===== src/rtl/stopmode_ctl.sv =====
module stopmode_ctl #(
  parameter int RECOV_W = 8
) (
  input  logic               clk,
  input  logic               por_n,
  input  logic [RECOV_W-1:0] recov_cycles,
  input  logic               cfg_we,
  input  logic               cfg_stop_en,
  input  logic               pm_we,
  input  logic               pm_pdc,
  input  logic               pm_ppdc,
  input  logic               pm_ack,
  input  logic               stop_req,
  input  logic               lvd_stop_en,
  input  logic               dbg_en,
  input  logic               irq_n,
  input  logic               ext_rst,
  input  logic               rti_evt,
  input  logic               kbi_evt,
  input  logic               lvd_evt,
  output logic [1:0]         mode,
  output logic               reg_off,
  output logic               reg_loose,
  output logic               io_hold,
  output logic               dbg_clk_on,
  output logic               reset_req,
  output logic               wake_pulse,
  output logic [2:0]         wake_cause,
  output logic               ppd_flag
);
  localparam logic [1:0] RUN = 2'd0, S1 = 2'd1, S2 = 2'd2, S3 = 2'd3;
  localparam logic [2:0] C_NONE = 3'd0, C_IRQ = 3'd1, C_RST = 3'd2,
                         C_RTI = 3'd3, C_KBI = 3'd4, C_LVD = 3'd5;

  logic [1:0]         mode_q;
  logic               recov_q;
  logic [RECOV_W-1:0] cnt_q;
  logic [2:0]         pend_q, cause_q, ev_cause;
  logic               stop_en_q, sopt_lk_q, pdc_q, ppdc_q, pm_lk_q;
  logic               flag_q, irq_q, dbg_keep_q, wake_q, rstreq_q;
  logic [1:0]         sel_mode;
  logic               irq_fall, release_w, illegal, clr, in_run, full_rst;

  assign in_run    = (mode_q == RUN);
  assign irq_fall  = irq_q & ~irq_n;
  assign release_w = recov_q && (cnt_q == '0);
  assign illegal   = in_run && !ext_rst && stop_req && !stop_en_q;
  assign full_rst  = ext_rst && (in_run || mode_q == S3);
  assign clr       = release_w || full_rst || illegal;
  assign sel_mode  = (!pdc_q || lvd_stop_en || dbg_en) ? S3 : (ppdc_q ? S2 : S1);

  always_comb begin
    ev_cause = C_NONE;
    if (ext_rst)                          ev_cause = C_RST;
    else if (irq_fall)                    ev_cause = C_IRQ;
    else if (rti_evt && mode_q != S1)     ev_cause = C_RTI;
    else if (kbi_evt && mode_q == S3)     ev_cause = C_KBI;
    else if (lvd_evt && mode_q == S3)     ev_cause = C_LVD;
  end

  always_ff @(posedge clk or negedge por_n) begin
    if (!por_n) begin
      {stop_en_q, sopt_lk_q, pdc_q, ppdc_q, pm_lk_q} <= '0;
    end else if (clr) begin
      {stop_en_q, sopt_lk_q, pdc_q, ppdc_q, pm_lk_q} <= '0;
    end else if (in_run) begin
      if (cfg_we && !sopt_lk_q) begin
        stop_en_q <= cfg_stop_en;
        sopt_lk_q <= 1'b1;
      end
      if (pm_we && !pm_lk_q) begin
        pdc_q   <= pm_pdc;
        ppdc_q  <= pm_ppdc;
        pm_lk_q <= 1'b1;
      end
    end
  end

  always_ff @(posedge clk or negedge por_n) begin
    if (!por_n)                          flag_q <= 1'b0;
    else if (release_w)                  flag_q <= (mode_q == S2);
    else if (full_rst)                   flag_q <= 1'b0;
    else if (in_run && pm_we && pm_ack)  flag_q <= 1'b0;
  end

  always_ff @(posedge clk or negedge por_n) begin
    if (!por_n) begin
      mode_q     <= RUN;
      recov_q    <= 1'b0;
      cnt_q      <= '0;
      pend_q     <= C_NONE;
      cause_q    <= C_NONE;
      irq_q      <= 1'b1;
      dbg_keep_q <= 1'b0;
      wake_q     <= 1'b0;
      rstreq_q   <= 1'b0;
    end else begin
      irq_q    <= irq_n;
      wake_q   <= 1'b0;
      rstreq_q <= 1'b0;
      cause_q  <= C_NONE;
      if (in_run) begin
        if (ext_rst || illegal) begin
          rstreq_q <= 1'b1;
        end else if (stop_req) begin
          mode_q     <= sel_mode;
          dbg_keep_q <= dbg_en && (sel_mode == S3);
        end
      end else if (recov_q) begin
        if (release_w) begin
          mode_q   <= RUN;
          recov_q  <= 1'b0;
          wake_q   <= 1'b1;
          rstreq_q <= 1'b1;
          cause_q  <= pend_q;
        end else begin
          cnt_q <= cnt_q - 1'b1;
        end
      end else if (ev_cause != C_NONE) begin
        if (mode_q == S3) begin
          mode_q     <= RUN;
          wake_q     <= 1'b1;
          rstreq_q   <= (ev_cause == C_RST);
          cause_q    <= ev_cause;
          dbg_keep_q <= 1'b0;
        end else begin
          recov_q <= 1'b1;
          cnt_q   <= recov_cycles;
          pend_q  <= ev_cause;
        end
      end
    end
  end

  assign mode       = mode_q;
  assign reg_off    = (mode_q == S1) && !recov_q;
  assign reg_loose  = ((mode_q == S2) && !recov_q) || (mode_q == S3);
  assign io_hold    = (mode_q == S2) || (mode_q == S3) || flag_q;
  assign dbg_clk_on = in_run || dbg_keep_q;
  assign reset_req  = rstreq_q;
  assign wake_pulse = wake_q;
  assign wake_cause = cause_q;
  assign ppd_flag   = flag_q;
endmodule


===== config.mk =====
export PLATFORM = sky130hd
export DESIGN_NAME = stopmode_ctl
export DESIGN_NICKNAME = d
export VERILOG_FILES = /design/src/rtl/stopmode_ctl.sv
export SDC_FILE = /design/constraint.sdc
export NUM_CORES = 1
export LEC_CHECK = 0
export CORE_MARGIN = 1.5
export CORE_UTILIZATION = 58
export CTS_BUF_LIST = sky130_fd_sc_hd__clkbuf_4
export CTS_CLUSTER_SIZE = 16
export DETAILED_ROUTE_END_ITERATION = 10
export DONT_BUFFER_PORTS = 1
export PLACE_DENSITY = 0.75
export SYNTH_ARGS = -nofsm -noshare
export SYNTH_HDL_FRONTEND = slang
export SYNTH_SLANG_ARGS = --single-unit

===== constraint.sdc =====
create_clock -name clk -period 2 [get_ports clk]
set_input_delay 0 -clock clk [delete_from_list [all_inputs] [get_ports clk]]
set_output_delay 0 -clock clk [all_outputs]
set_load 0.02 [all_outputs]

# Yosys cells after proc, flatten, opt, wreduce, memory -nomap -nowiden
# Cells that the tools add are included.
[classes]
addsub = 1
eq_ne = 12
n_mux = 61
bitwise = 5
n_reduce_logical = 49
[op_table]
columns = ["operator", "n"]
rows = [
  ["1-bit two-way mux", 38],
  ["8-bit two-way mux", 4],
  ["3-bit two-way mux", 10],
  ["2-bit two-way mux", 9],
  ["1-bit logical AND", 15],
  ["2-bit nonzero test", 6],
  ["3-bit nonzero test", 4],
  ["1-bit logical OR", 10],
  ["5-bit AND reduction", 2],
  ["8-bit logical NOT", 1],
  ["2-bit inequality test, second input constant", 4],
  ["4-bit AND reduction", 2],
  ["8-bit by 1-bit subtractor with 8-bit output, second input constant", 1],
  ["2-bit == test, second input constant", 3],
  ["1-bit logical NOT", 6],
  ["2-bit by 1-bit inequality test with 1-bit output, second input constant", 2],
  ["1-bit NOT", 4],
  ["2-bit AND reduction", 2],
  ["3-bit by 2-bit == test with 1-bit output, second input constant", 1],
  ["3-bit by 1-bit inequality test with 1-bit output, second input constant", 1],
  ["2-bit by 1-bit == test with 1-bit output, second input constant", 1],
  ["2-bit logical NOT", 1],
  ["1-bit bitwise AND", 1],
]
[totals]
reg_bits = 27
input_bits = 24
out_inout_bits = 12
word_cells = 143

# Logic depth before layout (Yosys ltp)
[logic_depth]
ltp_word = 12
ltp_mapped = 7
depth_no_buf = 6

# Worst setup path before layout
# Ideal clock, no wire load.
[synth_path]
path_kind = "register to register"
startpoint = "reg mode_q[0], in the netlist mode[0]"
endpoint = "reg cnt_q[6]"
setup_ps = 126
t_arrival_ps = 1889
required_time_ps = 1874
path_slack_ps = -15
path_stages_with_launch = 7
path_buffers = 0
synth_period_minus_slack_ps = 2015
cell_sequence = "dfrtp_1 -> inv_1 -> ha_1 -> nor3_1 -> o31a_2 -> nor2_2 -> a221o_1"
[synth_via]
elab_chain_len = 10
elab_cells_between_ends = 16
[synth_lines]
columns = ["element", "line_no", "text"]
rows = [
  ["from (decl)", "35", "logic [1:0] mode_q;"],
  ["from (signal assigned)", "106", "mode_q <= sel_mode;"],
  ["2-bit == test", "57, 58, 120", ""],
  ["1-bit logical AND", "58", "else if (lvd_evt && mode_q == S3) ev_cause = C_LVD;"],
  ["3-bit two-way mux", "58", ""],
  ["3-bit two-way mux", "57", "else if (kbi_evt && mode_q == S3) ev_cause = C_KBI;"],
  ["3-bit two-way mux", "56", "else if (rti_evt && mode_q != S1) ev_cause = C_RTI;"],
  ["3-bit two-way mux", "55", "else if (irq_fall) ev_cause = C_IRQ;"],
  ["3-bit two-way mux", "54", "if (ext_rst) ev_cause = C_RST;"],
  ["3-bit nonzero test", "119", "end else if (ev_cause != C_NONE) begin"],
  ["2-bit nonzero test (no line)", "--", ""],
  ["4-bit AND reduction (no line) *", "--", ""],
  ["to (signal assigned)", "117", "cnt_q <= cnt_q - 1'b1;"],
  ["to (signal assigned)", "128", "cnt_q <= recov_cycles;"],
  ["to (decl)", "37", "logic [RECOV_W-1:0] cnt_q;"],
]
# Every way passes the cells marked *; elsewhere a longest branch is shown, timed or not.
# A chain may end at the register's enable or synchronous reset.

# Worst setup path in the final report
[layout_path]
startpoint = "reg cnt_q[1]"
endpoint = "reg cnt_q[6]"
[layout_via]
elab_chain_len = 4
elab_cells_between_ends = 7
[layout_lines]
columns = ["element"]
rows = [
  ["parallel branches: the longest is 4 deep, another holds 8-bit by 1-bit subtractor with 8-bit output"],
]
# Parallel ways; which one is timed is not known. The select of a mux whose other input is x is not followed.

==> flow_summary.toml <==
[floorplan]
rows = 18
die-area_sq_um = 3070
fp.dieW_microns = 55.4
num_io_pins = 36
die_y_microns = 55.4
design.core.area_sq_um = 2540
start_util_pct = 62.6

[placed_design]
port_buffers = 0
dp.cells = 213
gp_congestion = 0.913
post-dp-hpwl_microns = 2560

[drt]
routedWlPerCell_microns = 15.9
first_pass_iters = 4
ant_nets = 0
vias = 1444
drc = 0
via_per_inst = 6.04
drt_iter0_markers = 50
routed_wirelength_microns = 3790

[synthesis]
synthTopCellsByArea = "dfrtp_1, ha_1, a21oi_1"
synth_edf_count = 0
syn_inst = 172
dominantRegCellSynth = "dfrtp_1"
ys_ff_latch = 27
synthDistinctLibCells = 49
yosysWarnings = 0
syn-cell-area_sq_um = 1590
syn_area_per_cell_sq_um = 9.27
synth_top_area_share_pct = 40.8
yosysTopAreaCell = "dfrtp_1"
ys_seq_area_share_pct = 42.5
async_reset_ff_share_pct = 100
syn_nets = 202

[power_and_ir_drop]
power_density_nw_per_um2 = 1340
irDropWorstVdd_v = 0.00111
power_leakage_nw = 0.892
finalPower_mw = 2.69

[layout]
fillerInstances = 173
mostFrequentLayoutCells = "dfrtp_1, dlygate4sd3_1, buf_4"
multiInputGateArea_sq_um = 881
area_growth_pct = 25.9
drive_gt1_share_pct = 18.7
area.sequential_sq_um = 677
nets = 240
fin_cells = 239
final_common_cell = "dfrtp_1"
insertedDiodeCount = 0
finalCoreUtilization_pct = 78.9

[sta]
rsz0062_at_grt = "false"
finalCritPeriodShare_pct = 96.6
clock_skew_ns = 0.00382
tns_ns = 0
slew_headroom_pct = 69.0
max_freq_mhz = 518
hold_viol_final = 0
layout_min_cycle_time_ns = 1.93
worst_pin_slew_ns = 0.463
final-max-slew-violation-count = 0
setup_viol = 0

[setup_path]
end_kind = "flip-flop"
critPathRequiredTime_ns = 2.24
cp_max_fo = 3
cpPeakStageDelay_ns = 0.41
critPathSlowestCell = "dfrtp_1"
crit_arrival_ns = 2.17
cp_cell_sequence = "inv_2, ha_4, or3b_4, nor3_4, mux2_2, a221o_1"
critPathKind = "flip-flop to flip-flop"
critPathLaunchType = "flip-flop"

[clocking]
cts_buffers = 3
cts_tree = "yes"
post-cts-setup-buffers = 0
clk_latency_ns = 0.33
ctsHtreeMaxLevel = 1
cts_buffer_depth = 2
cts_root_buffer = "clkbuf_4"
cts.sinks = 27
cts.reportedPaths.clkPinSlew_ns = 0.15

[global_routing]
grt_pass1_vias = 1354
gr-total-overflow = 0
grt_pass1_wl_microns = 6470
grt_use_total_pct = 26.3
antenna_found_initial = 0
grt_max_degree = 28

[run_status]
status = "finished, final reports clean"

[min_path]
hp-class = "input pin to flip-flop"

[run]
maxCapViolations = 0
==> cell families after synthesis <==
family,count (synthesis),synth area share (%)
flip-flops,27,42.5
multiplexers,6,3.85
AND/OR/NAND/NOR,72,24.0
AO/OA/AOI/OAI,48,20.7
buffers and inverters,13,4.24
adder cells (fa/ha/maj),6,4.71
==> critical path: cells and delay by family (launching register included) <==
kind                     cells  cell delay, ns
AND/OR/NAND/NOR              2            0.57
flip-flops                   1            0.41
multiplexers                 1            0.34
AO/OA/AOI/OAI                1            0.29
adder cells (fa/ha/maj)      1            0.14
buffers and inverters        1            0.08
==> cells in the mapped netlist, types with 3 or more instances <==
library cell and n:
nor2_1 15, nand3_1 5, mux2i_1 5, nand2_1 15, dfrtp_1 26, nand2b_1 4
a21oi_1 12, o211ai_1 3, o21ai_0 11, inv_1 7, ha_1 6, nor3_1 7
clkbuf_1 3, nor2b_1 6
==> metal layers <==
metal	wire length (microns)	global-route usage, %
met5	0	0
met4	42	7.67
met2	1780	40.1
met3	305	5.39
met1	1670	37.8
==> repair_timing <==
item,in CTS,in global routing
endpoints found under the setup margin,1,2
endpoints found under the hold margin,52,0
pin swaps,1,1
hold buffers,22,0
gates resized for setup,3,4
==> layout make-up <==
type,count,area share [%]
clock buffer,3,1.12
clock inverter,1,0.249
inverter,7,1.31
multi-input combinational,132,43.9
sequential,27,33.7
tap,30,1.87
timing repair buffer,39,17.8
==> final timing paths <==
path / from / endpoint / slack, ns / cells after the start
min: kbi_evt / wake_cause[2]$_DFF_PN0_ / 0.006 / 3
max reg2reg: cnt_q[1]$_DFFE_PN0P_ / cnt_q[6]$_DFFE_PN0P_ / 0.07 / 6
min reg2reg: pend_q[2]$_DFFE_PN0P_ / pend_q[2]$_DFFE_PN0P_ / 0.52 / 1
min in group asynchronous: por_n / cnt_q[5]$_DFFE_PN0P_ / 0.07 / 2
max: cnt_q[1]$_DFFE_PN0P_ / cnt_q[6]$_DFFE_PN0P_ / 0.07 / 6
max in group asynchronous: por_n / irq_q$_DFF_PN1_ / 1.70 / 2
==> metrics by stage <==
step	area [sq um]	hold slack [ns]	setup slack, ns
after detailed placement	1720	-0.295	-0.0334
after floorplan	1600	-0.296	0.0264
after CTS	1990	0.000671	0.0105
after global placement	1720	-0.295	0.0407
final	2010	0.00639	0.0681
after global routing	2010	0.0170	0.00613
==> flip-flops by register name (all words and copies together), names as in the netlist <==
signal      flops
wake_pulse      1
recov_q         1
reset_req       1
mode            2
cnt_q           8
pm_lk_q         1
irq_q           1
sopt_lk_q       1
stop_en_q       1
ppd_flag        1
pdc_q           1
wake_cause      3
dbg_keep_q      1
pend_q          3
ppdc_q          1
==> where the power goes <==
group          internal, mW  switching (mW)
Combinational         0.695           0.825
Sequential            0.731           0.201
Clock                0.0752           0.165
Total                  1.50            1.19
(Power assumes the default switching activity.)
